## src/rtl/rsp_pkg.sv

```systemverilog
package rsp_pkg;
  localparam int unsigned DEF_ADDR_W    = 32;
  localparam int unsigned DEF_REGION_SZ = 1024;
  localparam int unsigned DEF_ENTRIES   = 64;
  localparam int unsigned DEF_CORES     = 16;

  function automatic int unsigned log2c(input int unsigned v);
    int unsigned r;
    r = 0;
    while ((1 << r) < v) r++;
    return r;
  endfunction
endpackage

```

## src/rtl/rsp_addr_split.sv

```systemverilog
module rsp_addr_split #(
  parameter int unsigned ADDR_W = 32,
  parameter int unsigned OFF_W  = 10,
  parameter int unsigned IDX_W  = 6,
  localparam int unsigned TAG_W = ADDR_W - OFF_W - IDX_W
) (
  input  logic [ADDR_W-1:0] addr_i,
  output logic [IDX_W-1:0]  idx_o,
  output logic [TAG_W-1:0]  tag_o
);
  logic unused_low;
  assign unused_low = ^addr_i[OFF_W-1:0];
  assign idx_o = addr_i[OFF_W +: IDX_W];
  assign tag_o = addr_i[ADDR_W-1 -: TAG_W];
endmodule

```

## src/rtl/rsp_table.sv

```systemverilog
module rsp_table #(
  parameter int unsigned ENTRIES = 64,
  parameter int unsigned TAG_W   = 16,
  parameter int unsigned CORE_W  = 4,
  localparam int unsigned IDX_W  = rsp_pkg::log2c(ENTRIES)
) (
  input  logic              clk_i,
  input  logic              rst_ni,
  input  logic [IDX_W-1:0]  rd_idx_i,
  output logic              rd_vld_o,
  output logic [TAG_W-1:0]  rd_tag_o,
  output logic [CORE_W-1:0] rd_core_o,
  input  logic              wr_en_i,
  input  logic [IDX_W-1:0]  wr_idx_i,
  input  logic [TAG_W-1:0]  wr_tag_i,
  input  logic [CORE_W-1:0] wr_core_i
);
  logic [ENTRIES-1:0] vld_q;
  logic [TAG_W-1:0]   tag_q  [ENTRIES];
  logic [CORE_W-1:0]  core_q [ENTRIES];

  for (genvar e = 0; e < ENTRIES; e++) begin : g_ent
    logic sel;
    assign sel = wr_en_i && (wr_idx_i == IDX_W'(e));
    always_ff @(posedge clk_i or negedge rst_ni) begin
      if (!rst_ni) begin
        vld_q[e]  <= 1'b0;
        tag_q[e]  <= '0;
        core_q[e] <= '0;
      end else if (sel) begin
        vld_q[e]  <= 1'b1;
        tag_q[e]  <= wr_tag_i;
        core_q[e] <= wr_core_i;
      end
    end
  end

  // read sees pre-write contents
  assign rd_vld_o  = vld_q[rd_idx_i];
  assign rd_tag_o  = tag_q[rd_idx_i];
  assign rd_core_o = core_q[rd_idx_i];

  assert_write_lands_R3: assert property (@(posedge clk_i) disable iff (!rst_ni)
    wr_en_i |=> (vld_q[$past(wr_idx_i)] && tag_q[$past(wr_idx_i)] == $past(wr_tag_i)
                 && core_q[$past(wr_idx_i)] == $past(wr_core_i)));

  assert_quiet_keeps_R4: assert property (@(posedge clk_i) disable iff (!rst_ni)
    !wr_en_i |=> $stable(vld_q));
endmodule

```

## src/rtl/rsp_decide.sv

```systemverilog
module rsp_decide #(
  parameter int unsigned TAG_W  = 16,
  parameter int unsigned CORE_W = 4
) (
  input  logic              clk_i,
  input  logic              rst_ni,
  input  logic              miss_valid_i,
  input  logic [TAG_W-1:0]  miss_tag_i,
  input  logic [CORE_W-1:0] core_id_i,
  input  logic              rd_vld_i,
  input  logic [TAG_W-1:0]  rd_tag_i,
  input  logic [CORE_W-1:0] rd_core_i,
  output logic              pred_valid_o,
  output logic [CORE_W-1:0] pred_core_o,
  output logic              send_direct_o
);
  logic hit;
  assign hit = miss_valid_i && rd_vld_i && (rd_tag_i == miss_tag_i);

  always_ff @(posedge clk_i or negedge rst_ni) begin
    if (!rst_ni) begin
      pred_valid_o  <= 1'b0;
      pred_core_o   <= '0;
      send_direct_o <= 1'b0;
    end else begin
      pred_valid_o  <= hit;
      pred_core_o   <= hit ? rd_core_i : '0;
      send_direct_o <= hit && (rd_core_i != core_id_i);
    end
  end

  assert_direct_needs_pred_R5: assert property (@(posedge clk_i) disable iff (!rst_ni)
    send_direct_o |-> pred_valid_o);

  assert_no_self_direct_R8: assert property (@(posedge clk_i) disable iff (!rst_ni)
    send_direct_o |-> (pred_core_o != $past(core_id_i)));

  assert_idle_quiet_R10: assert property (@(posedge clk_i) disable iff (!rst_ni)
    !miss_valid_i |=> (!pred_valid_o && !send_direct_o));

  assert_core_zero_R6: assert property (@(posedge clk_i) disable iff (!rst_ni)
    !pred_valid_o |-> (pred_core_o == '0));
endmodule

```

## src/rtl/region_sharer_pred.sv

```systemverilog
module region_sharer_pred #(
  parameter int unsigned ADDR_W    = rsp_pkg::DEF_ADDR_W,
  parameter int unsigned REGION_SZ = rsp_pkg::DEF_REGION_SZ,
  parameter int unsigned ENTRIES   = rsp_pkg::DEF_ENTRIES,
  parameter int unsigned CORES     = rsp_pkg::DEF_CORES,
  localparam int unsigned OFF_W    = rsp_pkg::log2c(REGION_SZ),
  localparam int unsigned IDX_W    = rsp_pkg::log2c(ENTRIES),
  localparam int unsigned TAG_W    = ADDR_W - OFF_W - IDX_W,
  localparam int unsigned CORE_W   = rsp_pkg::log2c(CORES)
) (
  input  logic              clk_i,
  input  logic              rst_ni,
  input  logic [CORE_W-1:0] core_id_i,
  input  logic              miss_valid_i,
  input  logic [ADDR_W-1:0] miss_addr_i,
  input  logic              resp_valid_i,
  input  logic [ADDR_W-1:0] resp_addr_i,
  input  logic [CORE_W-1:0] resp_core_i,
  output logic              pred_valid_o,
  output logic [CORE_W-1:0] pred_core_o,
  output logic              send_direct_o
);
  logic [IDX_W-1:0]  lk_idx, up_idx;
  logic [TAG_W-1:0]  lk_tag, up_tag, rd_tag;
  logic              rd_vld, wr_en;
  logic [CORE_W-1:0] rd_core;

  rsp_addr_split #(.ADDR_W(ADDR_W), .OFF_W(OFF_W), .IDX_W(IDX_W)) u_lk_split (
    .addr_i(miss_addr_i), .idx_o(lk_idx), .tag_o(lk_tag));

  rsp_addr_split #(.ADDR_W(ADDR_W), .OFF_W(OFF_W), .IDX_W(IDX_W)) u_up_split (
    .addr_i(resp_addr_i), .idx_o(up_idx), .tag_o(up_tag));

  // own-core responses do not train
  assign wr_en = resp_valid_i && (resp_core_i != core_id_i);

  rsp_table #(.ENTRIES(ENTRIES), .TAG_W(TAG_W), .CORE_W(CORE_W)) u_table (
    .clk_i(clk_i), .rst_ni(rst_ni),
    .rd_idx_i(lk_idx), .rd_vld_o(rd_vld), .rd_tag_o(rd_tag), .rd_core_o(rd_core),
    .wr_en_i(wr_en), .wr_idx_i(up_idx), .wr_tag_i(up_tag), .wr_core_i(resp_core_i));

  rsp_decide #(.TAG_W(TAG_W), .CORE_W(CORE_W)) u_decide (
    .clk_i(clk_i), .rst_ni(rst_ni),
    .miss_valid_i(miss_valid_i), .miss_tag_i(lk_tag), .core_id_i(core_id_i),
    .rd_vld_i(rd_vld), .rd_tag_i(rd_tag), .rd_core_i(rd_core),
    .pred_valid_o(pred_valid_o), .pred_core_o(pred_core_o), .send_direct_o(send_direct_o));

  assert_self_resp_no_train_R4: assert property (@(posedge clk_i) disable iff (!rst_ni)
    (resp_valid_i && resp_core_i == core_id_i) |-> !wr_en);
endmodule

```

## config.mk

```make
export PLATFORM = sky130hd
export DESIGN_NAME = region_sharer_pred
export DESIGN_NICKNAME = d
export VERILOG_FILES = /design/src/rtl/rsp_pkg.sv /design/src/rtl/rsp_addr_split.sv /design/src/rtl/rsp_table.sv /design/src/rtl/rsp_decide.sv /design/src/rtl/region_sharer_pred.sv
export SDC_FILE = /design/constraint.sdc
export NUM_CORES = 2
export LEC_CHECK = 0
export ABC_CLOCK_PERIOD_IN_PS = 4400
export BUFFER_PORTS_ARGS = -buffer_cell sky130_fd_sc_hd__buf_2
export CAP_MARGIN = 10
export CORE_MARGIN = 1
export CORE_UTILIZATION = 30
export DETAILED_ROUTE_END_ITERATION = 10
export SLEW_MARGIN = 10
export SYNTH_ARGS = -nofsm -noshare
export SYNTH_HDL_FRONTEND = slang
export SYNTH_HIERARCHICAL = 1
export SYNTH_SLANG_ARGS = --single-unit
```

## constraint.sdc

```tcl
create_clock -name clk_i -period 4.4 [get_ports clk_i]
set_input_delay 0.66 -clock clk_i [delete_from_list [all_inputs] [get_ports clk_i]]
set_output_delay 0.66 -clock clk_i [all_outputs]
set_load 0.02 [all_outputs]
```

### Word level (Yosys, flattened, before mapping)

Index checks and enable logic that the tools add are counted.

| storage, ports and cells | value |
|---|---|
| output and inout port bits | 6 |
| logic and storage cells | 342 |
| input port bits | 76 |
| flip-flop bits (word level) | 1,350 |

| cells by class | value |
|---|---|
| reductions and logical operators | 69 |
| eq/ne operators | 66 |
| muxes and demuxes | 9 |
| bitwise logic cells | 1 |
| $lt $le $gt $ge | 2 |

Operator list:

| cell | number |
|---|---|
| equality test 6 bit (second input constant) | 32 |
| binary-select mux 16 bit (select 6 bit) | 1 |
| equality test 6 x 5 -> 1 bit (second input constant) | 16 |
| logical AND 1 bit | 68 |
| equality test 6 x 4 -> 1 bit (second input constant) | 8 |
| 2-to-1 mux 16 bit | 2 |
| binary-select mux 4 bit (select 6 bit) | 1 |
| equality test 6 x 3 -> 1 bit (second input constant) | 4 |
| equality test 16 bit | 1 |
| equality test 6 x 2 -> 1 bit (second input constant) | 2 |
| 2-to-1 mux 4 bit | 3 |
| != test 4 bit | 2 |
| >= comparator 7 bit (second input constant) | 1 |
| less-than comparator 6 x 7 -> 1 bit (second input constant) | 1 |
| inverter 6 -> 7 bit | 1 |
| binary-select mux 1 bit (select 6 bit) | 1 |
| equality test 6 x 1 -> 1 bit (second input constant) | 1 |
| logical NOT 6 bit | 1 |
| 2-to-1 mux 1 bit | 1 |

### Logic depth before layout (Yosys ltp)

| depth | value |
|---|---|
| depth in word-level cells | 7 |
| gate-level depth with buffers | 15 |
| gate-level depth less buffers | 9 |

### Cells and area by module

The synthesis kept the hierarchy.

Modules (own cells, without submodules):

| module | cells each | seq. area each (sq um) | area an instance (sq um) | instances |
|---|---|---|---|---|
| rsp_table | 3,861 | 33,632.3 | 60,630.6 | 1 |
| rsp_decide | 49 | 150.1 | 494.2 | 1 |
| rsp_addr_split | 22 | 0.0 | 165.2 | 2 |
| region_sharer_pred | 5 | 0.0 | 46.3 | 1 |

### Worst setup path after synthesis

No wires, ideal clock.

| timing path | value |
|---|---|
| path type | input-to-reg |
| from | input miss_addr_i[10] |
| to | register u_decide.pred_core_o[0] |
| cell stages on the path | 14 |
| library setup time | 69 ps |
| path buffers | 5 |
| required time | 4,331 ps |
| arrival time | 3,162 ps |
| path slack | 1,169 ps |
| path through | buf_4 > buf_6 > buf_8 > buf_4 > nor2b_1 > clkbuf_1 > a22oi_1 > a21oi_1 > a21oi_1 > o21ai_1 > nand2_8 > a2111o_1 > nor4_4 > and4_1 |

| on the way | value |
|---|---|
| elaborated cells between the ends (all ways) | 13 |
| those cells by class | 1 x eq/ne; 9 x mux; 1 x bitwise; 2 x reduce/logical |

RTL lines:

| element | RTL line | RTL |
|---|---|---|
| from (decl) | region_sharer_pred.sv:15 | `input logic [ADDR_W-1:0] miss_addr_i,` |
| binary-select mux 1 bit (select 6 bit) | rsp_table.sv:39 | `assign rd_vld_o = vld_q[rd_idx_i];` |
| 2-to-1 mux 1 bit (not written as such) | rsp_table.sv:39 |  |
| via rd_vld | region_sharer_pred.sv:25 | `logic rd_vld, wr_en;` |
| logical AND 1 bit (2 in series) | rsp_decide.sv:18 | `assign hit = miss_valid_i && rd_vld_i && (rd_tag_i == miss_tag_i);` |
| 2-to-1 mux 4 bit | rsp_decide.sv:27 | `pred_core_o <= hit ? rd_core_i : '0;` |
| to (signal assigned) | rsp_decide.sv:27 |  |
| to (decl) | rsp_decide.sv:14 | `output logic [CORE_W-1:0] pred_core_o,` |

The timed path passes the listed nets, and every way through them passes these cells. The select of a mux whose other input is x is not followed.
A chain may end at the register's enable or synchronous reset.

### Worst setup path in the final report

| timing path | value |
|---|---|
| from | input miss_addr_i[14] |
| to | register u_decide.pred_core_o[2] |

| on the way | value |
|---|---|
| cells in the longest elaborated chain, start to end | 7 |
| elaborated cells between the ends (all ways) | 13 |
| those cells by class | 1 x eq/ne; 9 x mux; 1 x bitwise; 2 x reduce/logical |

Ends and longest elaborated chain:

| element | RTL line | RTL |
|---|---|---|
| inverter 6 -> 7 bit (not written as such) | rsp_table.sv:40 | `assign rd_tag_o = tag_q[rd_idx_i];` |
| binary-select mux 16 bit (select 6 bit) | rsp_table.sv:40 |  |
| 2-to-1 mux 16 bit (not written as such) (2 in series) | rsp_table.sv:40 |  |
| via rd_tag[12] | region_sharer_pred.sv:24 | `logic [TAG_W-1:0] lk_tag, up_tag, rd_tag;` |
| equality test 16 bit | rsp_decide.sv:18 |  |
| logical AND 1 bit | rsp_decide.sv:18 |  |
| 2-to-1 mux 4 bit | rsp_decide.sv:27 |  |

The timed path passes the listed nets, and every way through them passes these cells. The select of a mux whose other input is x is not followed.

==> results.sh <==
export IMPL_syn_mean_instance_area_sq_um=15.53
export IMPL_ys_flop_type="dfrtp_1"
export IMPL_cts_tree="built"
export IMPL_grt_pass1_vias=36920
export IMPL_drive_gt1_frac=0.5324
export IMPL_die_w_um=454.8
export IMPL_fin_crit_sh=0.7676
export IMPL_die_height_um=454.8
export IMPL_top_layer_used="met4"
export IMPL_place_ws_ps=272.6
export IMPL_hpwl_um=108900
export IMPL_postCtsSetupRepairBufs=0
export IMPL_start_util=0.3031
export IMPL_power_density_nw_per_um2=452.7
export IMPL_viasPerCell=5.185
export IMPL_critPathLaunchType="input port"
export IMPL_peakVddDrop_v=0.0004199
export IMPL_grt_total_usage=0.1683
export IMPL_critPathLaunch="miss_addr_i[14]"
export IMPL_r2r_slack_ps=1370
export IMPL_cap_violations=0
export IMPL_dr_pass1_iters=7
export IMPL_power_total_mw=31.62
export IMPL_status="completed"
export IMPL_clockBufferDepth=3
export IMPL_fin_setup_tns_ps=0
export IMPL_drt_iter0_markers=2716
export IMPL_grt_max_degree=144
export IMPL_drv_slew=0
export IMPL_multi_input_area_sq_um=25450
export IMPL_synth_edf_count=0
export IMPL_fmaxAchievable_mhz=296.1
export IMPL_area_growth_pct=13.56
export IMPL_dp_cells=6463
export IMPL_tightest_slew_ps=1178
export IMPL_reg2regPathDepth=10
export IMPL_path_clk_slew_ps=60
export IMPL_holdCritStartpoint="u_table/vld_q[22]"
export IMPL_path_max_fanout=17
export IMPL_critical_path_class="input port to flop"
export IMPL_critPathRequiredTime_ps=5100
export IMPL_final_cell_mix="dfrtp_1 (1,350), mux2_2 (1,280), mux4_2 (308), buf_4 (182), clkbuf_16 (147)"
export IMPL_final_common_cell="dfrtp_1"
export IMPL_syn_nets=4035
export IMPL_hold_viol=0
export IMPL_fin_crit_ps=3377
export IMPL_core_area_sq_um=202900
export IMPL_htreeDepth=4
export IMPL_drc=0
export IMPL_hold_ws_ps=459.1
export IMPL_vias=34930
export IMPL_timing_final_ws_setup_ps=1023
export IMPL_syn_area_sq_um=61500
export IMPL_yosysUniqueCellTypes=62
export IMPL_gp_congestion=0.8637
export IMPL_gr_total_overflow=0
export IMPL_io_buffer_count=61
export IMPL_synth_seq_area_share=0.5493
export IMPL_routed_wl_um=172600
export IMPL_ff_latch_area_sq_um=33780
export IMPL_met2_length_um=82540
export IMPL_antenna_found_initial=16
export IMPL_crit_path_end_kind="flop"
export IMPL_rows=165
export IMPL_fillers=19390
export IMPL_synthCells=3959
export IMPL_crit_arrival_ps=4070
export IMPL_postRouteAntennaNets=0
export IMPL_hold_path_class="flop to flop"
export IMPL_grt_pass1_wl_um=256300
export IMPL_p_leak_nw=32.18
export IMPL_r2r_start="u_table/tag_q[138]"
export IMPL_max_slew_margin=0.2148
export IMPL_setup_viol=0
export IMPL_dieArea_sq_um=206800
export IMPL_fin_skew_ps=16.76
export IMPL_rsz0062_at_grt="false"
export IMPL_cts_buffers=144
export IMPL_cts_root_buf="clkbuf_16"
export IMPL_synth_warning_count=6
export IMPL_final_cells=6736
export IMPL_met3_length_um=10180
export IMPL_min_path_cells=1
export IMPL_wl_per_cell_um=25.62
export IMPL_wl_met1_um=74540
export IMPL_ys_seq_elements=1350
export IMPL_final_nets=4014
export IMPL_clock_sinks=1350
export IMPL_async_flop_share=1.000
export IMPL_io_pins=82
export IMPL_clock_latency_ps=770
-- where the power goes --
| part | leakage (nW) | switching, mW | internal (mW) |
|---|---|---|---|
| sequential | 17.9 | 0.792 | 14.1 |
| clock | 2.45 | 5.12 | 7.49 |
| combinational | 11.8 | 1.83 | 2.28 |
-- critical path, cell delays in order --
cell and delay, ps:
buf_2 450, buf_4 280, and2_1 360, a22oi_1 160
a21oi_1 570, a21oi_1 90, o21ai_1 200, clkinv_1 110
a2111o_1 480, nor4_4 420, and4_1 260
-- layer usage --
metal	vias to the layer above	GRT usage
li1	14630	-
met1	19120	0.2250
met2	918	0.2695
met3	258	0.03597
met4	0	0.05876
met5	-	0
-- stage by stage --
stage          area, sq um    util
6_report             69840  0.3442
5_1_grt              69820  0.3441
4_1_cts              69810  0.3440
3_5_place_dp         64860  0.3196
3_3_place_gp         64860  0.3196
2_1_floorplan        61500       -
-- registers in the layout (all words and copies together) (netlist names) --
signal / count
u_table/core_q: 256
u_decide/pred_valid_o: 1
u_decide/send_direct_o: 1
u_table/vld_q: 64
u_table/tag_q: 1024
u_decide/pred_core_o: 4
-- cell type report --
cell class,instances,share of cell area
diodes,11,0.0003941
clock buffers,206,0.06071
clock inverters,55,0.01010
inverters,7,0.0003762
multi-input cells,2164,0.3644
flip-flops and latches,1350,0.4837
well taps,2672,0.04787
repair buffers,271,0.03246
-- path summary, 6_finish.rpt --
kind,to
max,u_decide/pred_core_o[2]
min,u_table/vld_q[22]
max reg2reg,u_decide/pred_core_o[2]
min reg2reg,u_table/vld_q[22]
max in group asynchronous,u_table/tag_q[40]
min in group asynchronous,u_table/tag_q[952]
-- cell usage after synthesis (10+ instances only) --
library cell,number,area share
xor2_1,10,0.0014
mux4_2,308,0.11
nor2_1,55,0.0034
dfrtp_1,1350,0.55
buf_1,23,0.0014
buf_6,20,0.0037
o21ai_1,12,0.00098
o22ai_1,68,0.0069
or2_2,24,0.0024
clkbuf_1,162,0.0099
nand2_1,70,0.0043
nand2b_1,50,0.0051
buf_2,160,0.013
mux4_1,17,0.0073
mux2i_1,12,0.0020
a221oi_1,11,0.0016
mux2_1,22,0.0040
buf_4,67,0.0082
mux2_2,1280,0.23
a21oi_1,22,0.0018
a22oi_1,73,0.0089
nand3_1,35,0.0028
-- logic make-up after synthesis --
group           share of synthesized area
flops                              0.5493
compound gates                    0.02417
xor+xnor                         0.002421
simple gates                      0.02592
buf+inv                           0.03780
mux                                0.3604
-- repair_timing --
action                                 in CTS  in global routing
setup endpoints to repair                   0                  0
resized for setup                           0                  0
hold buffers                                1                  0
endpoints found under the hold margin      68                  0
(Power assumes the default switching activity.)
